## src/rtl/ae_pkg.sv

```systemverilog
// Package: shared encodings for the line-cycle energy accumulator.
// Assumes phase index 0 = A, 1 = B, 2 = C on every per-phase bus.
package ae_pkg;
    localparam int PH_A = 0;
    localparam int PH_B = 1;
    localparam int PH_C = 2;
    localparam int N_PH = 3;

    // Phase-B apparent term construction
    typedef enum logic [1:0] {
        WM_PLAIN   = 2'd0,
        WM_AVG_B   = 2'd1,
        WM_SHARE_A = 2'd2,
        WM_RSVD    = 2'd3
    } wire_mode_e;
endpackage

```

## src/rtl/ae_va_sum.sv

```systemverilog
// Module: per-sample total apparent power term.
// Builds the phase voltages per wiring mode, multiplies by the RMS currents
// and sums the enabled phases. Purely combinational; reserved mode = plain.
module ae_va_sum
    import ae_pkg::*;
#(
    parameter int RMS_W = 8,
    localparam int PROD_W = 2 * RMS_W,
    localparam int SUM_W  = PROD_W + 2
) (
    input  logic [1:0]                  mode_i,
    input  logic [N_PH-1:0]             sel_i,
    input  logic [N_PH-1:0][RMS_W-1:0]  v_i,
    input  logic [N_PH-1:0][RMS_W-1:0]  i_i,
    output logic [SUM_W-1:0]            sum_o
);
    logic [RMS_W:0]    avg_ac;
    logic [RMS_W-1:0]  vb_eff;
    logic [RMS_W-1:0]  v_eff [N_PH];
    logic [PROD_W-1:0] prod  [N_PH];

    assign avg_ac = {1'b0, v_i[PH_A]} + {1'b0, v_i[PH_C]};

    // Choose the voltage paired with the phase-B current
    always_comb begin : pick_b_voltage
        case (wire_mode_e'(mode_i))
            WM_AVG_B:   vb_eff = avg_ac[RMS_W:1];
            WM_SHARE_A: vb_eff = v_i[PH_A];
            default:    vb_eff = v_i[PH_B];
        endcase
    end

    assign v_eff[PH_A] = v_i[PH_A];
    assign v_eff[PH_B] = vb_eff;
    assign v_eff[PH_C] = v_i[PH_C];

    for (genvar k = 0; k < N_PH; k++) begin : g_prod
        assign prod[k] = sel_i[k] ? (PROD_W'(v_eff[k]) * PROD_W'(i_i[k])) : '0;
    end

    assign sum_o = SUM_W'(prod[PH_A]) + SUM_W'(prod[PH_B]) + SUM_W'(prod[PH_C]);
endmodule

```

## src/rtl/ae_pq_sum.sv

```systemverilog
// Module: per-sample signed power sum and active-power magnitude sum.
// lin_o carries active (swap low) or reactive (swap high) of enabled phases;
// mag_o carries the sum of |active| of enabled phases. Inputs are two's complement.
module ae_pq_sum
    import ae_pkg::*;
#(
    parameter int PWR_W = 12,
    localparam int SUM_W = PWR_W + 2
) (
    input  logic [N_PH-1:0]             sel_i,
    input  logic                        swap_i,
    input  logic [N_PH-1:0][PWR_W-1:0]  p_i,
    input  logic [N_PH-1:0][PWR_W-1:0]  q_i,
    output logic [SUM_W-1:0]            lin_o,
    output logic [SUM_W-1:0]            mag_o
);
    logic [PWR_W-1:0] lin_t [N_PH];
    logic [PWR_W-1:0] mag_t [N_PH];
    logic [SUM_W-1:0] lin_x [N_PH];

    for (genvar k = 0; k < N_PH; k++) begin : g_ph
        logic [PWR_W-1:0] pk_neg;
        assign pk_neg   = -p_i[k];
        assign lin_t[k] = sel_i[k] ? (swap_i ? q_i[k] : p_i[k]) : '0;
        assign mag_t[k] = sel_i[k] ? (p_i[k][PWR_W-1] ? pk_neg : p_i[k]) : '0;
        assign lin_x[k] = {{2{lin_t[k][PWR_W-1]}}, lin_t[k]};
    end

    assign lin_o = lin_x[PH_A] + lin_x[PH_B] + lin_x[PH_C];
    assign mag_o = {2'b00, mag_t[PH_A]} + {2'b00, mag_t[PH_B]} + {2'b00, mag_t[PH_C]};
endmodule

```

## src/rtl/ae_window.sv

```systemverilog
// Module: half-cycle window counter.
// Counts ticks; asserts close_o on the tick completing count_i ticks.
// count_i = 0 suspends and holds the count cleared. count_i assumed stable
// within a window.
module ae_window #(
    parameter int CNT_W = 6
) (
    input  logic             clk,
    input  logic             rst_n,
    input  logic             tick_i,
    input  logic [CNT_W-1:0] count_i,
    output logic             close_o,
    output logic             idle_o
);
    logic [CNT_W-1:0] cnt_q;

    assign idle_o  = (count_i == '0);
    assign close_o = tick_i && !idle_o &&
                     (({1'b0, cnt_q} + (CNT_W+1)'(1)) >= {1'b0, count_i});

    // Tick counter for the current window
    always_ff @(posedge clk) begin : cnt_reg
        if (!rst_n)       cnt_q <= '0;
        else if (idle_o)  cnt_q <= '0;
        else if (close_o) cnt_q <= '0;
        else if (tick_i)  cnt_q <= cnt_q + CNT_W'(1);
    end

    assert_cnt_bound_R7: assert property (@(posedge clk) disable iff (!rst_n)
        (count_i != '0 && $stable(count_i)) |-> (cnt_q < count_i));

    assert_idle_cnt_R10: assert property (@(posedge clk) disable iff (!rst_n)
        (count_i == '0) |=> (cnt_q == '0));
endmodule

```

## src/rtl/ae_line_accum.sv

```systemverilog
// Module: one line-cycle energy accumulator and its readable register.
// Adds term_i on add_i; on close_i latches total (incl. same-cycle term)
// and restarts from zero; idle_i holds the running total cleared.
module ae_line_accum #(
    parameter int IN_W   = 18,
    parameter int ACC_W  = 32,
    parameter bit SIGNED = 1'b0
) (
    input  logic             clk,
    input  logic             rst_n,
    input  logic             add_i,
    input  logic [IN_W-1:0]  term_i,
    input  logic             close_i,
    input  logic             idle_i,
    output logic [ACC_W-1:0] energy_o
);
    logic [ACC_W-1:0] ext;
    logic [ACC_W-1:0] acc_q;
    logic [ACC_W-1:0] acc_nx;

    if (SIGNED) begin : g_sext
        assign ext = {{(ACC_W-IN_W){term_i[IN_W-1]}}, term_i};
    end else begin : g_zext
        assign ext = {{(ACC_W-IN_W){1'b0}}, term_i};
    end

    assign acc_nx = add_i ? (acc_q + ext) : acc_q;

    // Running total within the window
    always_ff @(posedge clk) begin : acc_reg
        if (!rst_n)                acc_q <= '0;
        else if (idle_i || close_i) acc_q <= '0;
        else                       acc_q <= acc_nx;
    end

    // Readable window total
    always_ff @(posedge clk) begin : out_reg
        if (!rst_n)       energy_o <= '0;
        else if (close_i) energy_o <= acc_nx;
    end

    assert_hold_R7: assert property (@(posedge clk) disable iff (!rst_n)
        !close_i |=> $stable(energy_o));

    assert_restart_R7: assert property (@(posedge clk) disable iff (!rst_n)
        close_i |=> (acc_q == '0));

    assert_idle_acc_R10: assert property (@(posedge clk) disable iff (!rst_n)
        idle_i |=> (acc_q == '0));
endmodule

```

## src/rtl/lc_energy_acc.sv

```systemverilog
// Module: three-phase line-cycle energy accumulator (top).
// Forms per-sample apparent, active and reactive terms and accumulates them
// over hc_count_i half-cycle ticks into two readable registers.
// Assumes configuration inputs change only at window boundaries.
module lc_energy_acc
    import ae_pkg::*;
#(
    parameter int RMS_W = 8,
    parameter int PWR_W = 12,
    parameter int CNT_W = 6,
    parameter int ACC_W = 32,
    localparam int VA_W  = 2 * RMS_W + 2,
    localparam int PQ_W  = PWR_W + 2,
    localparam int B_W   = (VA_W > PQ_W) ? VA_W : PQ_W
) (
    input  logic                        clk,
    input  logic                        rst_n,
    input  logic                        smp_vld_i,
    input  logic                        hc_tick_i,
    input  logic [1:0]                  wire_mode_i,
    input  logic [2:0]                  va_sel_i,
    input  logic [2:0]                  pq_sel_i,
    input  logic                        swap_en_i,
    input  logic [CNT_W-1:0]            hc_count_i,
    input  logic [2:0][RMS_W-1:0]       v_rms_i,
    input  logic [2:0][RMS_W-1:0]       i_rms_i,
    input  logic [2:0][PWR_W-1:0]       p_i,
    input  logic [2:0][PWR_W-1:0]       q_i,
    output logic [ACC_W-1:0]            line_act_o,
    output logic [ACC_W-1:0]            line_va_o,
    output logic                        upd_o
);
    logic [VA_W-1:0] va_sum;
    logic [PQ_W-1:0] lin_sum;
    logic [PQ_W-1:0] mag_sum;
    logic [PQ_W-1:0] lin_abs;
    logic [B_W-1:0]  b_term;
    logic            close;
    logic            idle;

    ae_va_sum #(.RMS_W(RMS_W)) u_va (
        .mode_i (wire_mode_i),
        .sel_i  (va_sel_i),
        .v_i    (v_rms_i),
        .i_i    (i_rms_i),
        .sum_o  (va_sum)
    );

    ae_pq_sum #(.PWR_W(PWR_W)) u_pq (
        .sel_i  (pq_sel_i),
        .swap_i (swap_en_i),
        .p_i    (p_i),
        .q_i    (q_i),
        .lin_o  (lin_sum),
        .mag_o  (mag_sum)
    );

    ae_window #(.CNT_W(CNT_W)) u_win (
        .clk     (clk),
        .rst_n   (rst_n),
        .tick_i  (hc_tick_i),
        .count_i (hc_count_i),
        .close_o (close),
        .idle_o  (idle)
    );

    // Unsigned register source: apparent normally, |active| when swapped
    assign b_term = swap_en_i ? B_W'(mag_sum) : B_W'(va_sum);

    ae_line_accum #(.IN_W(PQ_W), .ACC_W(ACC_W), .SIGNED(1'b1)) u_act (
        .clk      (clk),
        .rst_n    (rst_n),
        .add_i    (smp_vld_i && !idle),
        .term_i   (lin_sum),
        .close_i  (close),
        .idle_i   (idle),
        .energy_o (line_act_o)
    );

    ae_line_accum #(.IN_W(B_W), .ACC_W(ACC_W), .SIGNED(1'b0)) u_va_acc (
        .clk      (clk),
        .rst_n    (rst_n),
        .add_i    (smp_vld_i && !idle),
        .term_i   (b_term),
        .close_i  (close),
        .idle_i   (idle),
        .energy_o (line_va_o)
    );

    // Update flag, one cycle after the closing tick
    always_ff @(posedge clk) begin : upd_reg
        if (!rst_n) upd_o <= 1'b0;
        else        upd_o <= close;
    end

    assign lin_abs = lin_sum[PQ_W-1] ? (-lin_sum) : lin_sum;

    assert_mag_bound_R9: assert property (@(posedge clk) disable iff (!rst_n)
        (!swap_en_i && pq_sel_i == 3'b111) |-> (mag_sum >= lin_abs));

    assert_upd_tick_R7: assert property (@(posedge clk) disable iff (!rst_n)
        upd_o |-> $past(hc_tick_i));

    assert_no_upd_idle_R10: assert property (@(posedge clk) disable iff (!rst_n)
        (hc_count_i == '0) |=> !upd_o);
endmodule

```

## config.mk

```make
export PLATFORM = sky130hd
export DESIGN_NAME = lc_energy_acc
export DESIGN_NICKNAME = d
export VERILOG_FILES = /design/src/rtl/ae_pkg.sv /design/src/rtl/ae_va_sum.sv /design/src/rtl/ae_pq_sum.sv /design/src/rtl/ae_window.sv /design/src/rtl/ae_line_accum.sv /design/src/rtl/lc_energy_acc.sv
export SDC_FILE = /design/constraint.sdc
export NUM_CORES = 1
export LEC_CHECK = 0
export BUFFER_PORTS_ARGS = -buffer_cell sky130_fd_sc_hd__buf_2
export CAP_MARGIN = 25
export CELL_PAD_IN_SITES_DETAIL_PLACEMENT = 1
export CELL_PAD_IN_SITES_GLOBAL_PLACEMENT = 2
export CORE_MARGIN = 3
export CORE_UTILIZATION = 33
export CTS_CLUSTER_SIZE = 40
export DETAILED_ROUTE_END_ITERATION = 7
export PLACE_DENSITY_LB_ADDON = 0.1
export SYNTH_ARGS = -nofsm -noshare
export SYNTH_HDL_FRONTEND = slang
export SYNTH_HIERARCHICAL = 1
export SYNTH_SLANG_ARGS = --single-unit
```

## constraint.sdc

```tcl
create_clock -name clk -period 11.1 [get_ports clk]
set_input_delay 1.665 -clock clk [delete_from_list [all_inputs] [get_ports clk]]
set_output_delay 1.665 -clock clk [all_outputs]
set_load 0.005 [all_outputs]
```

==> results.tsv <==
metric	value	unit
warnings from Yosys	6	
cell family with most CP delay	adder cells	
post-synth net total	2858	
Area growth syn-to-layout	13.5	%
overall power	5.38	mW
CP Buf/Inv Count	10	
GR Overflow Total	0	
drc violations	0	
Vias/cell	5.18	
most frequent cell after synthesis	inv_1	
Yosys top cell by area	fa_1	
Final GP Congestion	0.833	
number of global-route vias before repair	18500	
Critical-path top delay cell	fa_1	
post-DP HPWL	49.5	mm
Via Count	17100	
CP arrival	10920	ps
wire per inst	18.2	um
fraction of registers with async set or reset after synthesis	0	
worst min-delay path class	flip-flop to flip-flop	
Synth Register Bits	135	
Worst Setup End Kind	flip-flop	
port bufs	203	
Slew Viols, Final	0	
fin nets	3039	
Syn Inst Count	2351	
first-pass GRT wire length	98.2	mm
ys flop type	dfxtp_1	
Worst Clk Skew	12.2	ps
Cell Area, Synth	19200	um^2
first drt pass iteration count	5	
Pleak	10.5	nW
top cell type's share of synthesized area	0.161	
wire length on met1	29.5	mm
starting density of the core	0.336	
max incr delay on CP	560	ps
worst hold path startpoint	u_va_acc/energy_o[15]	
FF-to-FF path depth	14	
Cell variety after synth	88	
reg2reg setup slack	6740	ps
largest net degree at the start of global routing	69	
share of cells above drive strength 1	0.143	
Avg Inst Size Synth	8.15	um^2
clock tree buffer depth	2	
H-Tree Depth	4	
top post-synthesis cells by area	fa_1 16%, dfxtp_1 14%, ha_1 14%, inv_1 5.4%, nand2_1 5.0%	
Fmax	0.0947	GHz
Reg clk slew, reported paths	60	ps
DR WL met2	28.1	mm
TritonCTS buffer count	17	
top layer in use	met5	
crit path max fanout	11	
DR WL met3	1.74	mm
antenna-violating nets left	0	
Layout Utilization	0.382	
Placeable Area	56900	um^2
1st-iter DRT viols	664	
Post-synth top cells	275 x inv_1, 257 x nand2_1, 214 x ha_1	
fin crit period	10560	ps
Critical R2R Launch	u_win/cnt_q[0]	
final setup TNS	0	ps
Seq/Total Area, Yosys	0.141	
Crit path top cell by count	fa_1	
cts hold-fix bufs	0	
Final period util	0.952	
worst-margin pin slew	983	ps
total power per unit cell area	247	nW/um^2
Die ar.	61000	um^2
Crit Path Category	input pin to flip-flop	
MaxCap Viol Count	0	
nature of the critical path startpoint	input pin	
CTS Root Cell	clkbuf_16	
setup violators final	0	
hold depth	2	
# IOs	204	
Hold Path Sink	u_va_acc/energy_o[15]	
Skew-Pair Late Insertion Delay	430	ps
Post-synth EDFFs	0	
Chip Height	247	um
final hold vios	0	
Total GRT Usage	0.200	
Chip Width	247	um
critical path required time	11450	ps
drt total wl	60.0	mm
status	complete, no violations	
Worst Hold Margin	474	ps
Rel. slew slack	0.345	
CTS tree	done	
Core Rows	87	
initial antenna violation count	3	
end of the worst register-to-register path	u_act/acc_q[26]	
# clock sinks	135	
VDD IR-drop max	0.000179	V
## worst max-delay path by stage
| stage | from | to | slack (ps) | cells after the start |
|---|---|---|---|---|
| floorplan | v_rms_i[0] | u_va_acc/energy_o[22] | 450 | 42 |
| global placement | v_rms_i[2] | u_va_acc/energy_o[25] | 190 | 39 |
| detailed placement | v_rms_i[2] | u_va_acc/energy_o[24] | -40 | 38 |
| CTS | v_rms_i[2] | u_va_acc/energy_o[24] | 380 | 38 |
| global route | v_rms_i[1] | u_va_acc/energy_o[24] | -40 | 41 |
| finish | v_rms_i[1] | u_va_acc/energy_o[30] | 540 | 41 |
## tightest hold or removal path, cell delays in order, from the launching register on
cell	delay (ps)
dfxtp_1	310
nand2b_1	60
a21oi_1	60
## flip-flops by register name, summed over array words and instances (netlist names)
register           count
upd_o                  1
u_act/acc_q           32
u_win/cnt_q            6
u_act/energy_o        32
u_va_acc/energy_o     32
u_va_acc/acc_q        32
## report_power, final
group	internal, mW	switching, mW	leakage, nW
clock	0.355	0.233	0.291
combinational	1.76	2.43	9.11
sequential	0.558	0.0446	1.10
## cells in the final DEF, fill, tap and decap left out, drive strengths merged, types with 22 or more instances in the layout
cell / count
inv: 279
nand2: 257
buf: 233
ha: 214
fa: 154
nor2: 144
a21oi: 141
dfxtp: 135
and2: 116
o21ai: 112
xnor2: 84
mux2: 49
a21o: 48
nor2b: 44
xor2: 41
mux2i: 40
a211oi: 36
nand3: 35
nand2b: 30
a31oi: 30
nor3: 23
nand4: 22
## stage by stage
stage                     setup slack, ps  instances  area [um^2]
after floorplan                       449       2351        19200
after global placement                191       3265        21000
after detailed placement            -39.4       3265        21000
after CTS                             382       3297        21600
after global routing                -42.3       3301        21700
final                                 536       3302        21700
## logic make-up (layout without fill, tap and decap cells)
| logic type | after synthesis | in the layout | share of synthesized area |
|---|---|---|---|
| xor+xnor | 125 | 125 | 0.0572 |
| mux | 89 | 89 | 0.0509 |
| simple gates | 763 | 763 | 0.199 |
| buf+inv | 350 | 543 | 0.0711 |
| fa+ha+maj | 368 | 368 | 0.301 |
| compound gates | 521 | 522 | 0.180 |
| flops | 135 | 135 | 0.141 |
| other cells | 0 | 1 | 0 |
## cell type report
class / count / area, um^2
fill: 6924 / 35200
inverter: 275 / 1030
antenna: 1 / 2.50
clock inverter: 14 / 173
multi-input combinational: 1867 / 15200
tap: 756 / 946
clock buffer: 18 / 429
sequential: 135 / 2700
timing repair buffer: 236 / 1270
## timing repair
| item | 4_1_cts | 5_1_grt |
|---|---|---|
| gates resized for setup | 0 | 23 |
| buffers inserted | 0 | 3 |
| setup endpoints to repair | 0 | 31 |
## layer usage
metal | vias to the layer above | global-route usage
met4 | 2 | 0.0316
met5 | - | 0
met1 | 8447 | 0.277
met3 | 35 | 0.0260
li1 | 8404 | -
met2 | 201 | 0.337
(Power assumes the default switching activity.)
